==> src/rtl/tmr_pkg.sv <==
package tmr_pkg;
  typedef struct packed {
    logic b;
    logic z;
  } tmr_flags_t;

  typedef enum logic [1:0] {
    FLG_HOLD = 2'd0,
    FLG_B    = 2'd1,
    FLG_Z    = 2'd2
  } flag_op_e;
endpackage

==> src/rtl/tmr_prescaler.sv <==
module tmr_prescaler #(
  parameter int unsigned DIV = 125000
) (
  input  logic clk_i,
  input  logic rst_ni,
  input  logic restart_i,
  output logic tick_o
);
  localparam int unsigned DIV_W = (DIV > 1) ? $clog2(DIV) : 1;
  localparam logic [DIV_W-1:0] LAST = DIV_W'(DIV - 1);

  logic [DIV_W-1:0] cnt_q;

  generate
    if (DIV <= 1) begin : g_pass
      assign cnt_q  = '0;
      assign tick_o = 1'b1;
    end else begin : g_div
      always_ff @(posedge clk_i or negedge rst_ni) begin
        if (!rst_ni)                       cnt_q <= '0;
        else if (restart_i || cnt_q == LAST) cnt_q <= '0;
        else                               cnt_q <= cnt_q + 1'b1;
      end
      assign tick_o = (cnt_q == LAST) && !restart_i;
    end
  endgenerate
endmodule

==> src/rtl/tmr_run_ctrl.sv <==
module tmr_run_ctrl
  import tmr_pkg::*;
(
  input  logic       clk_i,
  input  logic       rst_ni,
  input  logic       start_i,
  input  logic       stop_i,
  input  logic       test_i,
  output logic       running_o,
  output tmr_flags_t flags_o
);
  logic       run_q;
  tmr_flags_t flg_q;
  flag_op_e   op;

  always_comb begin
    op = FLG_HOLD;
    if (start_i || stop_i) op = FLG_B;
    else if (test_i)       op = FLG_Z;
  end

  always_ff @(posedge clk_i or negedge rst_ni) begin
    if (!rst_ni) begin
      run_q <= 1'b0;
      flg_q <= '0;
    end else begin
      // stop has priority over start
      if (stop_i)       run_q <= 1'b0;
      else if (start_i) run_q <= 1'b1;
      unique case (op)
        FLG_B:   flg_q.b <= run_q;
        FLG_Z:   flg_q.z <= run_q;
        default: ;
      endcase
      if (op == FLG_B && test_i) flg_q.z <= run_q;
    end
  end

  assign running_o = run_q;
  assign flags_o   = flg_q;
endmodule

==> src/rtl/tmr_count_reg.sv <==
module tmr_count_reg #(
  parameter int unsigned CNT_W = 16
) (
  input  logic             clk_i,
  input  logic             rst_ni,
  input  logic             load_i,
  input  logic [CNT_W-1:0] load_data_i,
  input  logic             dec_i,
  output logic [CNT_W-1:0] count_o,
  output logic             irq_o
);
  localparam logic [CNT_W-1:0] ONE = CNT_W'(1);

  logic [CNT_W-1:0] cnt_q;
  logic             irq_q;
  logic             hit_zero;

  assign hit_zero = dec_i && !load_i && (cnt_q == ONE);

  always_ff @(posedge clk_i or negedge rst_ni) begin
    if (!rst_ni) begin
      cnt_q <= '0;
      irq_q <= 1'b0;
    end else begin
      if (load_i)     cnt_q <= load_data_i;
      else if (dec_i) cnt_q <= cnt_q - ONE;  // wraps from zero
      irq_q <= hit_zero;
    end
  end

  assign count_o = cnt_q;
  assign irq_o   = irq_q;
endmodule

==> src/rtl/ms_interval_timer.sv <==
module ms_interval_timer
  import tmr_pkg::*;
#(
  parameter int unsigned CNT_W   = 16,
  parameter int unsigned CLK_HZ  = 125000000,
  parameter int unsigned TICK_HZ = 1000
) (
  input  logic             clk_i,
  input  logic             rst_ni,
  input  logic             load_i,
  input  logic [CNT_W-1:0] load_data_i,
  input  logic             start_i,
  input  logic             stop_i,
  input  logic             test_i,
  output logic [CNT_W-1:0] count_o,
  output logic             running_o,
  output logic             flag_b_o,
  output logic             flag_z_o,
  output logic             irq_o
);
  localparam int unsigned DIV = CLK_HZ / TICK_HZ;

  logic       tick;
  logic       restart;
  tmr_flags_t flags;

  // phase of the period starts at a start issued while stopped
  assign restart = start_i && !stop_i && !running_o;

  tmr_prescaler #(.DIV(DIV)) u_presc (
    .clk_i     (clk_i),
    .rst_ni    (rst_ni),
    .restart_i (restart),
    .tick_o    (tick)
  );

  tmr_run_ctrl u_ctrl (
    .clk_i     (clk_i),
    .rst_ni    (rst_ni),
    .start_i   (start_i),
    .stop_i    (stop_i),
    .test_i    (test_i),
    .running_o (running_o),
    .flags_o   (flags)
  );

  tmr_count_reg #(.CNT_W(CNT_W)) u_cnt (
    .clk_i       (clk_i),
    .rst_ni      (rst_ni),
    .load_i      (load_i),
    .load_data_i (load_data_i),
    .dec_i       (running_o && tick),
    .count_o     (count_o),
    .irq_o       (irq_o)
  );

  assign flag_b_o = flags.b;
  assign flag_z_o = flags.z;
endmodule

==> config.mk <==
export PLATFORM = sky130hd
export DESIGN_NAME = ms_interval_timer
export DESIGN_NICKNAME = d
export VERILOG_FILES = /design/src/rtl/tmr_pkg.sv /design/src/rtl/tmr_prescaler.sv /design/src/rtl/tmr_run_ctrl.sv /design/src/rtl/tmr_count_reg.sv /design/src/rtl/ms_interval_timer.sv
export SDC_FILE = /design/constraint.sdc
export NUM_CORES = 1
export LEC_CHECK = 0
export BUFFER_PORTS_ARGS = -buffer_cell sky130_fd_sc_hd__buf_2
export CORE_ASPECT_RATIO = 1.4
export CORE_MARGIN = 2
export CORE_UTILIZATION = 54
export DETAILED_ROUTE_END_ITERATION = 12
export GPL_ROUTABILITY_DRIVEN = 1
export PLACE_DENSITY = 0.83
export SETUP_SLACK_MARGIN = 0.4
export SLEW_MARGIN = 20
export SYNTH_ARGS = -nofsm -noshare
export SYNTH_HDL_FRONTEND = slang
export SYNTH_SLANG_ARGS = --single-unit
==> constraint.sdc <==
create_clock -name clk_i -period 2.09 [get_ports clk_i]
set_input_delay 0.1045 -clock clk_i [delete_from_list [all_inputs] [get_ports clk_i]]
set_output_delay 0.1045 -clock clk_i [all_outputs]
set_load 0.01 [all_outputs]
======== Yosys cells after proc, flatten, opt, wreduce, memory -nomap -nowiden ========
Index checks and enable logic that the tools add are counted.
cells by class
  eq/ne operators ......................... 4
  reduce and logical (&&, ||, !) cells .... 16
  mux-type cells .......................... 9
  add/subtract/negate cells ............... 2
operators by type and width
  kind                                                                   count
  16-bit two-way mux                                                     2
  17-bit by 1-bit adder with 17-bit output (second input constant)       1
  17-bit == test (second input constant)                                 1
  17-bit two-way mux                                                     1
  16-bit by 1-bit == test with 1-bit output (second input constant)      1
  16-bit by 1-bit subtractor with 16-bit output (second input constant)  1
  1-bit logical AND                                                      7
  2-bit nonzero test                                                     3
  1-bit zero test                                                        4
  1-bit two-way mux                                                      4
  2-bit two-way mux                                                      2
  2-bit by 1-bit == test with 1-bit output (second input constant)       1
  2-bit == test (second input constant)                                  1
  1-bit logical OR                                                       2
word-level totals
  word-level logic and storage cells ...... 37
  input port bits ......................... 22
  bits in registers ....................... 37
  output and inout port bits .............. 20

======== Depth between registers and ports, before layout ========
Gate-level depths: netlist of run 1.
  depth after elaboration ................. 8
  gate-level depth with buffers ........... 8
  depth with buffers taken out ............ 7

======== Cells and area by module ========
Synthesis of run 1 repeated with hierarchy kept, for this count alone.
second synthesis, totals
  cell total of the unflattened synthesis .. 219
  area total of the unflattened synthesis .. 2080.7 µm²
by module, submodules not included
  module             cells each  seq. area each (µm²)  area an instance (µm²)  times used
  tmr_count_reg      120         425.4                 1088.5                  1
  tmr_prescaler      89          425.4                 864.6                   1
  tmr_run_ctrl       8           75.1                  108.9                   1
  ms_interval_timer  2           0.0                   18.8                    1

======== Worst setup path after synthesis of run 1 ========
Ideal clock, no wire load.
  path type ............................... flip-flop to flip-flop
  start point ............................. reg u_presc.cnt_q[0]
  end point ............................... reg u_cnt.cnt_q[1] (netlist: u_cnt.count_o[1])
  required time ........................... 1.965 ns
  period minus slack after synthesis ...... 1.862 ns
  slack ................................... 0.228 ns
  arrival ................................. 1.737 ns
  cell stages (with the launch flop) ...... 9
  setup time .............................. 0.125 ns
  path buffers ............................ 2
  path through ............................ dfrtp_1 -> ha_1 -> and2_2 -> and3_1 -> buf_4 -> and3_1 -> buf_4 -> mux2i_1 -> mux2_2
between the ends
  longest elaborated chain between the ends .. 4
RTL lines
  item                          line                     RTL
  start: declaration            tmr_prescaler.sv:12      logic [DIV_W-1:0] cnt_q;
  start signal: assignment      tmr_prescaler.sv:22      else cnt_q <= cnt_q + 1'b1;
  17-bit == test                tmr_prescaler.sv:24      assign tick_o = (cnt_q == LAST) && !restart_i;
  1-bit logical AND             tmr_prescaler.sv:24
  1-bit logical AND             ms_interval_timer.sv:52  .dec_i (running_o && tick),
  2-bit nonzero test (no line)  -
  end signal: assignment        tmr_count_reg.sv:25      if (load_i) cnt_q <= load_data_i;
  end signal: assignment        tmr_count_reg.sv:26      else if (dec_i) cnt_q <= cnt_q - ONE;
  end: declaration              tmr_count_reg.sv:14      logic [CNT_W-1:0] cnt_q;
No other way between the ends.
A chain may end at the register's enable or synchronous reset.

======== Final worst setup path of run 1 ========
  start point ............................. reg u_cnt.cnt_q[4] (netlist: u_cnt.count_o[4])
  end point ............................... reg u_cnt.cnt_q[12] (netlist: u_cnt.count_o[12])
between the ends
  longest elaborated chain between the ends .. 3
RTL lines
  item                                           line
  16-bit by 1-bit subtractor with 16-bit output  tmr_count_reg.sv:26
  16-bit two-way mux                             tmr_count_reg.sv:26
  16-bit two-way mux                             tmr_count_reg.sv:25
No other way between the ends. The select of a mux whose other input is x is not followed.

==> impl_metrics.toml, run 1 <==
[drt]
drt_iter0_drc = 43
wl_per_cell_um = 16.2
firstDrtPassIters = 4
remaining_drc_errors = 0
vias = 1742
ant_nets = 0
wl_um = 4910
vias_per_cell = 5.73

[timing]
fin_worst_hold_slack_ns = 0.0168
tightest_slew_ns = 0.833
period_minus_slack_ns = 1.78
rsz0062_at_grt = "yes"
setup_viol = 0
finalMaxSlewViolations = 0
slew-limit-headroom = 0.445
setup_tns_ns = 0
fin_skew_ns = 0.0155
finalHoldViolations = 0
fmax_ghz = 0.561
post-route-period-util = 0.852

[synth]
synth_fp_nets = 225
synth-seq-cells = 37
netlist_instances = 200
synth_cell_type_count = 38
synth_top_area_share = 0.467
syn_area_sq_mm = 0.00198
synthFlopType = "dfrtp_1"
synth_warnings = 0
synth.largest_area_cell = "dfrtp_1"
synth_seq_area_share = 0.467
synth.top_cells.by_area = "dfrtp_1 47%, xor2_1 6.6%, xnor2_1 6.2%, nor2_1 5.1%, nand2_1 3.6%"
syn_area_per_cell_sq_um = 9.90
synth_edf_count = 0
synth-async-reset-ratio = 1.00

[clocking]
cts_num_sinks = 37
clkLatencyLatePin_ns = 0.30
cts-buffers-inserted = 5
cts.clk_slew.worst_paths_ns = 0.08
cts_root_buf = "clkbuf_8"
clockBufferDepth = 2
htree_levels = 2
cts_tree = "yes"

[place]
place_congestion = 0.814
placed_cells = 279
io_buffers = 41
dp_hpwl_um = 2830

[floorplan]
core_sq_mm = 0.00358
die_y_um = 75.7
start_util = 0.553
dieArea_sq_mm = 0.00418
rows = 26
die_w_um = 55.2
pin_count = 42

[critical_path]
cp.arrival_ns = 1.95
critPathCapture = "u_cnt.count_o[12]"
cp_max_fo = 4
r2r_end = "u_cnt.count_o[12]"
crit_start = "u_cnt.count_o[4]"
crit_path_max_incr_delay_ns = 0.44
start_kind = "flop"
cp.required_ns = 2.26
cp_cell_sequence = "nor4_4 > nand4_1 > nor4_2 > xnor2_1 > o21ai_1"
slowest_stage = "dfrtp_2"
reg2reg_depth = 5
crit_type = "reg -> reg"
worst_r2r_startpoint = "u_cnt.count_o[4]"
endpoint_kind = "flop"
reg2reg_slack_ns = 0.31

[final_layout]
syn_to_final_growth_pct = 29.0
final_common_cell = "buf_2"
nNetsFinal = 286
layout_common_cells = "41 x buf_2, 29 x dfrtp_1, 26 x nor2_1, 19 x nand2_1, 18 x buf_4"
final_util = 0.714
final_cells = 304
drive_gt1_frac = 0.385
antenna_cells = 0
nFillCells = 263

[grt]
grt_max_degree = 38
grt_pass1_vias = 1548
grt.total_usage = 0.225
grt_first_pass_wirelength_um = 6680
antenna_found_initial = 0
global_route.overflow_total = 0

[power]
clock_power_share = 0.340
pwr-share-comb = 0.182
p_int_mw = 1.36
seqPwrFrac = 0.478
netSwitchingFraction = 0.276
power.density_mw_per_mm2 = 733
p_leak_nw = 1.15
vdd_ir_drop_max_mv = 0.593
p_switching_mw = 0.517

[min_path]
worstHoldPathCells = 3
hold_path_class = "in -> reg"

[outcome]
status = "finished clean"

[job]
maxCapViolations = 0
[metal layers]
metal / track usage / up-vias / routed length, um
li1: - / 816 / -
met1: 0.258 / 853 / 1920
met2: 0.388 / 60 / 2620
met3: 0.0529 / 13 / 242
met4: 0.103 / 0 / 123
met5: 0 / - / 0
[sequential cells by signal, summed over array words and instances, names as in the netlist]
| signal | count |
|---|---|
| u_cnt.count_o | 16 |
| u_ctrl.running_o | 1 |
| u_ctrl.flags_o | 2 |
| u_presc.cnt_q | 17 |
| u_cnt.irq_o | 1 |
[logic make-up (layout without fill, tap and decap cells)]
kind of cell    Yosys count  after routing  synth area share
compound gates           16             16            0.0461
xor+xnor                 29             29             0.128
buf+inv                  11             73            0.0373
fa+ha+maj                 3              3            0.0190
mux                       5              5            0.0278
simple gates             99             99             0.274
flops                    37             37             0.467
[through the flow]
| stage | total power [mW] | setup slack, ns | instance area [sq um] |
|---|---|---|---|
| final | 1.87 | 0.309 | 2550 |
| after global routing | 1.97 | 0.238 | 2550 |
| after CTS | 1.84 | 0.384 | 2420 |
| after detailed placement | 1.19 | 0.281 | 2220 |
| after global placement | 1.18 | 0.329 | 2220 |
| after floorplan | 1.07 | 0.363 | 2000 |
[cell type report]
type	instances	area, sq um	share of cell area
clock buffer	7	86.3	0.0338
multi-input combinational	152	1070	0.421
tap	42	52.6	0.0206
inverter	4	15.0	0.00588
sequential	37	936	0.366
clock inverter	1	30.0	0.0118
timing repair buffer	61	360	0.141
[power groups by stage]
stage	sequential (mW)	clock [mW]	combinational [mW]
after floorplan	0.899	0	0.171
after global placement	0.899	0	0.278
after detailed placement	0.900	0	0.286
after CTS	0.887	0.651	0.304
after global routing	0.907	0.682	0.378
final	0.895	0.637	0.341
[worst min path at each step]
stage                        start                 to  slack (ns)
CTS                 load_data_i[6]   u_cnt.count_o[6]        0.01
finish              load_data_i[6]   u_cnt.count_o[6]        0.02
floorplan                   rst_ni   u_cnt.count_o[0]       -0.19
detailed placement          rst_ni  u_cnt.count_o[13]        0.24
global placement            rst_ni  u_cnt.count_o[11]        0.24
global route        load_data_i[8]   u_cnt.count_o[8]        0.02
[critical path, delay by kind of cell, from the launching register on]
kind	cells	cell delay [ns]
simple gates	3	0.98
compound gates	1	0.07
xor+xnor	1	0.15
flops	1	0.44
[timing repair]
action,CTS,global route
endpoints found under the setup margin,8,13
hold buffers,2,0
gates cloned,0,0
buffers inserted,5,10
pin swaps,6,11
gates resized for setup,7,18
endpoints found under the hold margin,38,0
[synth_stat cells, types with 4 or more instances]
cell type / n
o21ai_0: 5
inv_1: 4
mux2_2: 4
nand2_1: 19
nor2_1: 27
o21ai_1: 8
nand4_1: 8
xor2_1: 15
and3_1: 4
dfrtp_1: 37
nor3_1: 7
nor4_1: 4
nand3_1: 10
xnor2_1: 14
Note: power is estimated with default switching activity, not from simulation.
==> run 2, diff against run 1 <==
--- a/config.mk
+++ b/config.mk
@@ -16,4 +16,5 @@
 export SLEW_MARGIN = 20
 export SYNTH_ARGS = -nofsm -noshare
 export SYNTH_HDL_FRONTEND = slang
+export SYNTH_HIERARCHICAL = 1
 export SYNTH_SLANG_ARGS = --single-unit
==> impl_metrics.toml, run 2 <==
[outcome]
status = "complete, but fails checks"
violations = "negative setup slack"

[clocking]
htree_levels = 2
cts_num_sinks = 37
clkLatencyLatePin_ns = 0.31
clockBufferDepth = 2
cts.clk_slew.worst_paths_ns = 0.08
cts-buffers-inserted = 5
cts_root_buf = "clkbuf_8"
cts_tree = "yes"

[drt]
vias_per_cell = 6.48
ant_nets = 0
vias = 2308
drt_iter0_drc = 212
wl_per_cell_um = 21.7
remaining_drc_errors = 0
firstDrtPassIters = 4
wl_um = 7720

[power]
totalPowerFinal_mw = 1.87
vdd_ir_drop_max_mv = 0.559
p_leak_nw = 1.35
power.density_mw_per_mm2 = 612

[critical_path]
crit_type = "reg -> reg"
endpoint_kind = "flop"
cp.required_ns = 2.28
crit_top_cell = "nor4_2"
crit_path_max_incr_delay_ns = 0.49
cp.arrival_ns = 2.67
cp_max_fo = 3
start_kind = "flop"
cp_cell_sequence = "nor4_2 > nand3_1 > nor4_2 > and2_4 > or4b_4 > o41a_1 > a221o_1"
slowest_stage = "or4b_4"

[synth]
synth_fp_nets = 244
synth-seq-cells = 37
synth_most_common_cell = "dfrtp_1"
syn_area_per_cell_sq_um = 9.50
syn_area_sq_mm = 0.00208
synth_edf_count = 0
synth.largest_area_cell = "dfrtp_1"
synth_cell_type_count = 45
synth.top_cells.by_area = "dfrtp_1 44%, xnor2_1 6.7%, nor2_1 6.5%, nor4_1 4.2%, nand2_1 3.1%"
synth_warnings = 6
yosys-top-cells-count = "37 x dfrtp_1, 36 x nor2_1, 17 x nand2_1"
synth_top_area_share = 0.445
synth_seq_area_share = 0.445
synth-async-reset-ratio = 1.00
synthFlopType = "dfrtp_1"
netlist_instances = 219

[floorplan]
core_sq_mm = 0.00368
dieArea_sq_mm = 0.00437
start_util = 0.566
rows = 26
pin_count = 42
die_w_um = 56.5
die_y_um = 77.4

[final_layout]
largest_register = "u_presc/cnt_q"
final_util = 0.830
largest_reg_flops = 17
nFillCells = 191
drive_gt1_frac = 0.459
final_cells = 356
syn_to_final_growth_pct = 46.7
layout_common_cells = "41 x buf_2, 39 x buf_4, 37 x dfrtp_1, 27 x nor2_1, 17 x buf_6"
final_common_cell = "buf_2"
antenna_cells = 0
nNetsFinal = 338

[timing]
fmax_ghz = 0.403
period_minus_slack_ns = 2.48
setup_tns_ns = -9.28
fin_skew_ns = 0.0107
finalMaxSlewViolations = 0
tightest_slew_ns = 0.864
setup_slack_ns = -0.391
rsz0062_at_grt = "yes"
setup_viol = 33
slew-limit-headroom = 0.424
finalHoldViolations = 0
post-route-period-util = 1.19

[place]
dp_hpwl_um = 4020
place_congestion = 0.857
io_buffers = 41
pre_cts_ws_ns = -0.404
placed_cells = 329

[grt]
grt_pass1_vias = 2422
antenna_found_initial = 0
grt.total_usage = 0.348
grt_first_pass_wirelength_um = 11600
global_route.overflow_total = 0
grt_max_degree = 38

[min_path]
hold_path_class = "in -> reg"

[job]
maxCapViolations = 0
-- run 2: changes by cell type after synthesis, sizes merged, moves of 3 or more --
| cell | before | now |
|---|---|---|
| a221o | 0 | 5 |
| xor2 | 15 | 2 |
| and3 | 5 | 0 |
| o41a | 0 | 4 |
| a31oi | 0 | 4 |
| nor2 | 27 | 36 |
| o21ai | 13 | 7 |
| inv | 4 | 7 |
| or4 | 1 | 5 |
| nor3 | 8 | 4 |
| o311ai | 0 | 4 |
| clkbuf | 3 | 6 |
| nor4 | 6 | 14 |
-- run 2: critical path: cells and delay by family (launching register included) --
family | cells | cell delay [ns]
flip-flops | 1 | 0.40
AO/OA/AOI/OAI | 2 | 0.58
AND/OR/NAND/NOR | 5 | 1.39
-- run 2: what timing repair did --
item                                    in CTS  in global routing
cloned                                       1                  0
hold endpoints to repair                    38                  0
hold buffers                                 2                  0
pin swaps                                   18                  7
endpoints found under the setup margin      31                 33
gates resized for setup                     45                 17
setup buffers                               11                  5
-- run 2: metrics by stage --
stage | hold WS, ns | instance area, sq um
after floorplan | -0.191 | 2100
after global placement | 0.240 | 2570
after detailed placement | 0.257 | 2570
after CTS | 0.0178 | 2950
after global routing | 0.0356 | 3050
final | 0.0130 | 3050
-- run 2: area by class of cell --
cell class                      count  area, sq um  area share
Multi-Input combinational cell    163         1260       0.411
Sequential cell                    37          926       0.303
Timing Repair Buffer               99          709       0.232
Clock buffer                        6         72.6      0.0238
Tap cell                           42         52.6      0.0172
Inverter                            7         26.3     0.00861
Clock inverter                      2         10.0     0.00328
-- run 2: per-layer routing --
metal / part of all wire / GRT usage
met3: 0.063 / 0.0483
met2: 0.53 / 0.626
met4: 0.052 / 0.221
met1: 0.36 / 0.370
met5: 0 / 0
-- run 2: worst paths after layout --
path / start / endpoint / slack (ns) / cells past startpoint
max: u_presc/cnt_q[10] / u_cnt/count_o[15] / -0.39 / 7
min: load_data_i[1] / u_cnt/count_o[1] / 0.01 / 3
max reg2reg: u_presc/cnt_q[10] / u_cnt/count_o[15] / -0.39 / 7
min reg2reg: u_ctrl/flags_o[1] / u_ctrl/flags_o[1] / 0.50 / 1
max in group asynchronous: rst_ni / u_presc/cnt_q[10] / 1.10 / 2
min in group asynchronous: rst_ni / u_presc/cnt_q[9] / 0.44 / 2
-- run 2: cells by family (layout without fill, tap and decap cells) --
group,count (synthesis),count (layout),share of synthesized area
mux,2,2,0.0108
fa+ha+maj,3,3,0.0180
flops,37,37,0.445
buf+inv,19,114,0.0493
xor+xnor,18,18,0.0758
simple gates,112,112,0.287
compound gates,28,28,0.114
-- run 2: report_power, final --
part	switching [mW]	internal [mW]	leakage, nW
clock network	0.288	0.232	0.0450
registers	0.0655	0.782	0.474
logic	0.280	0.221	0.834
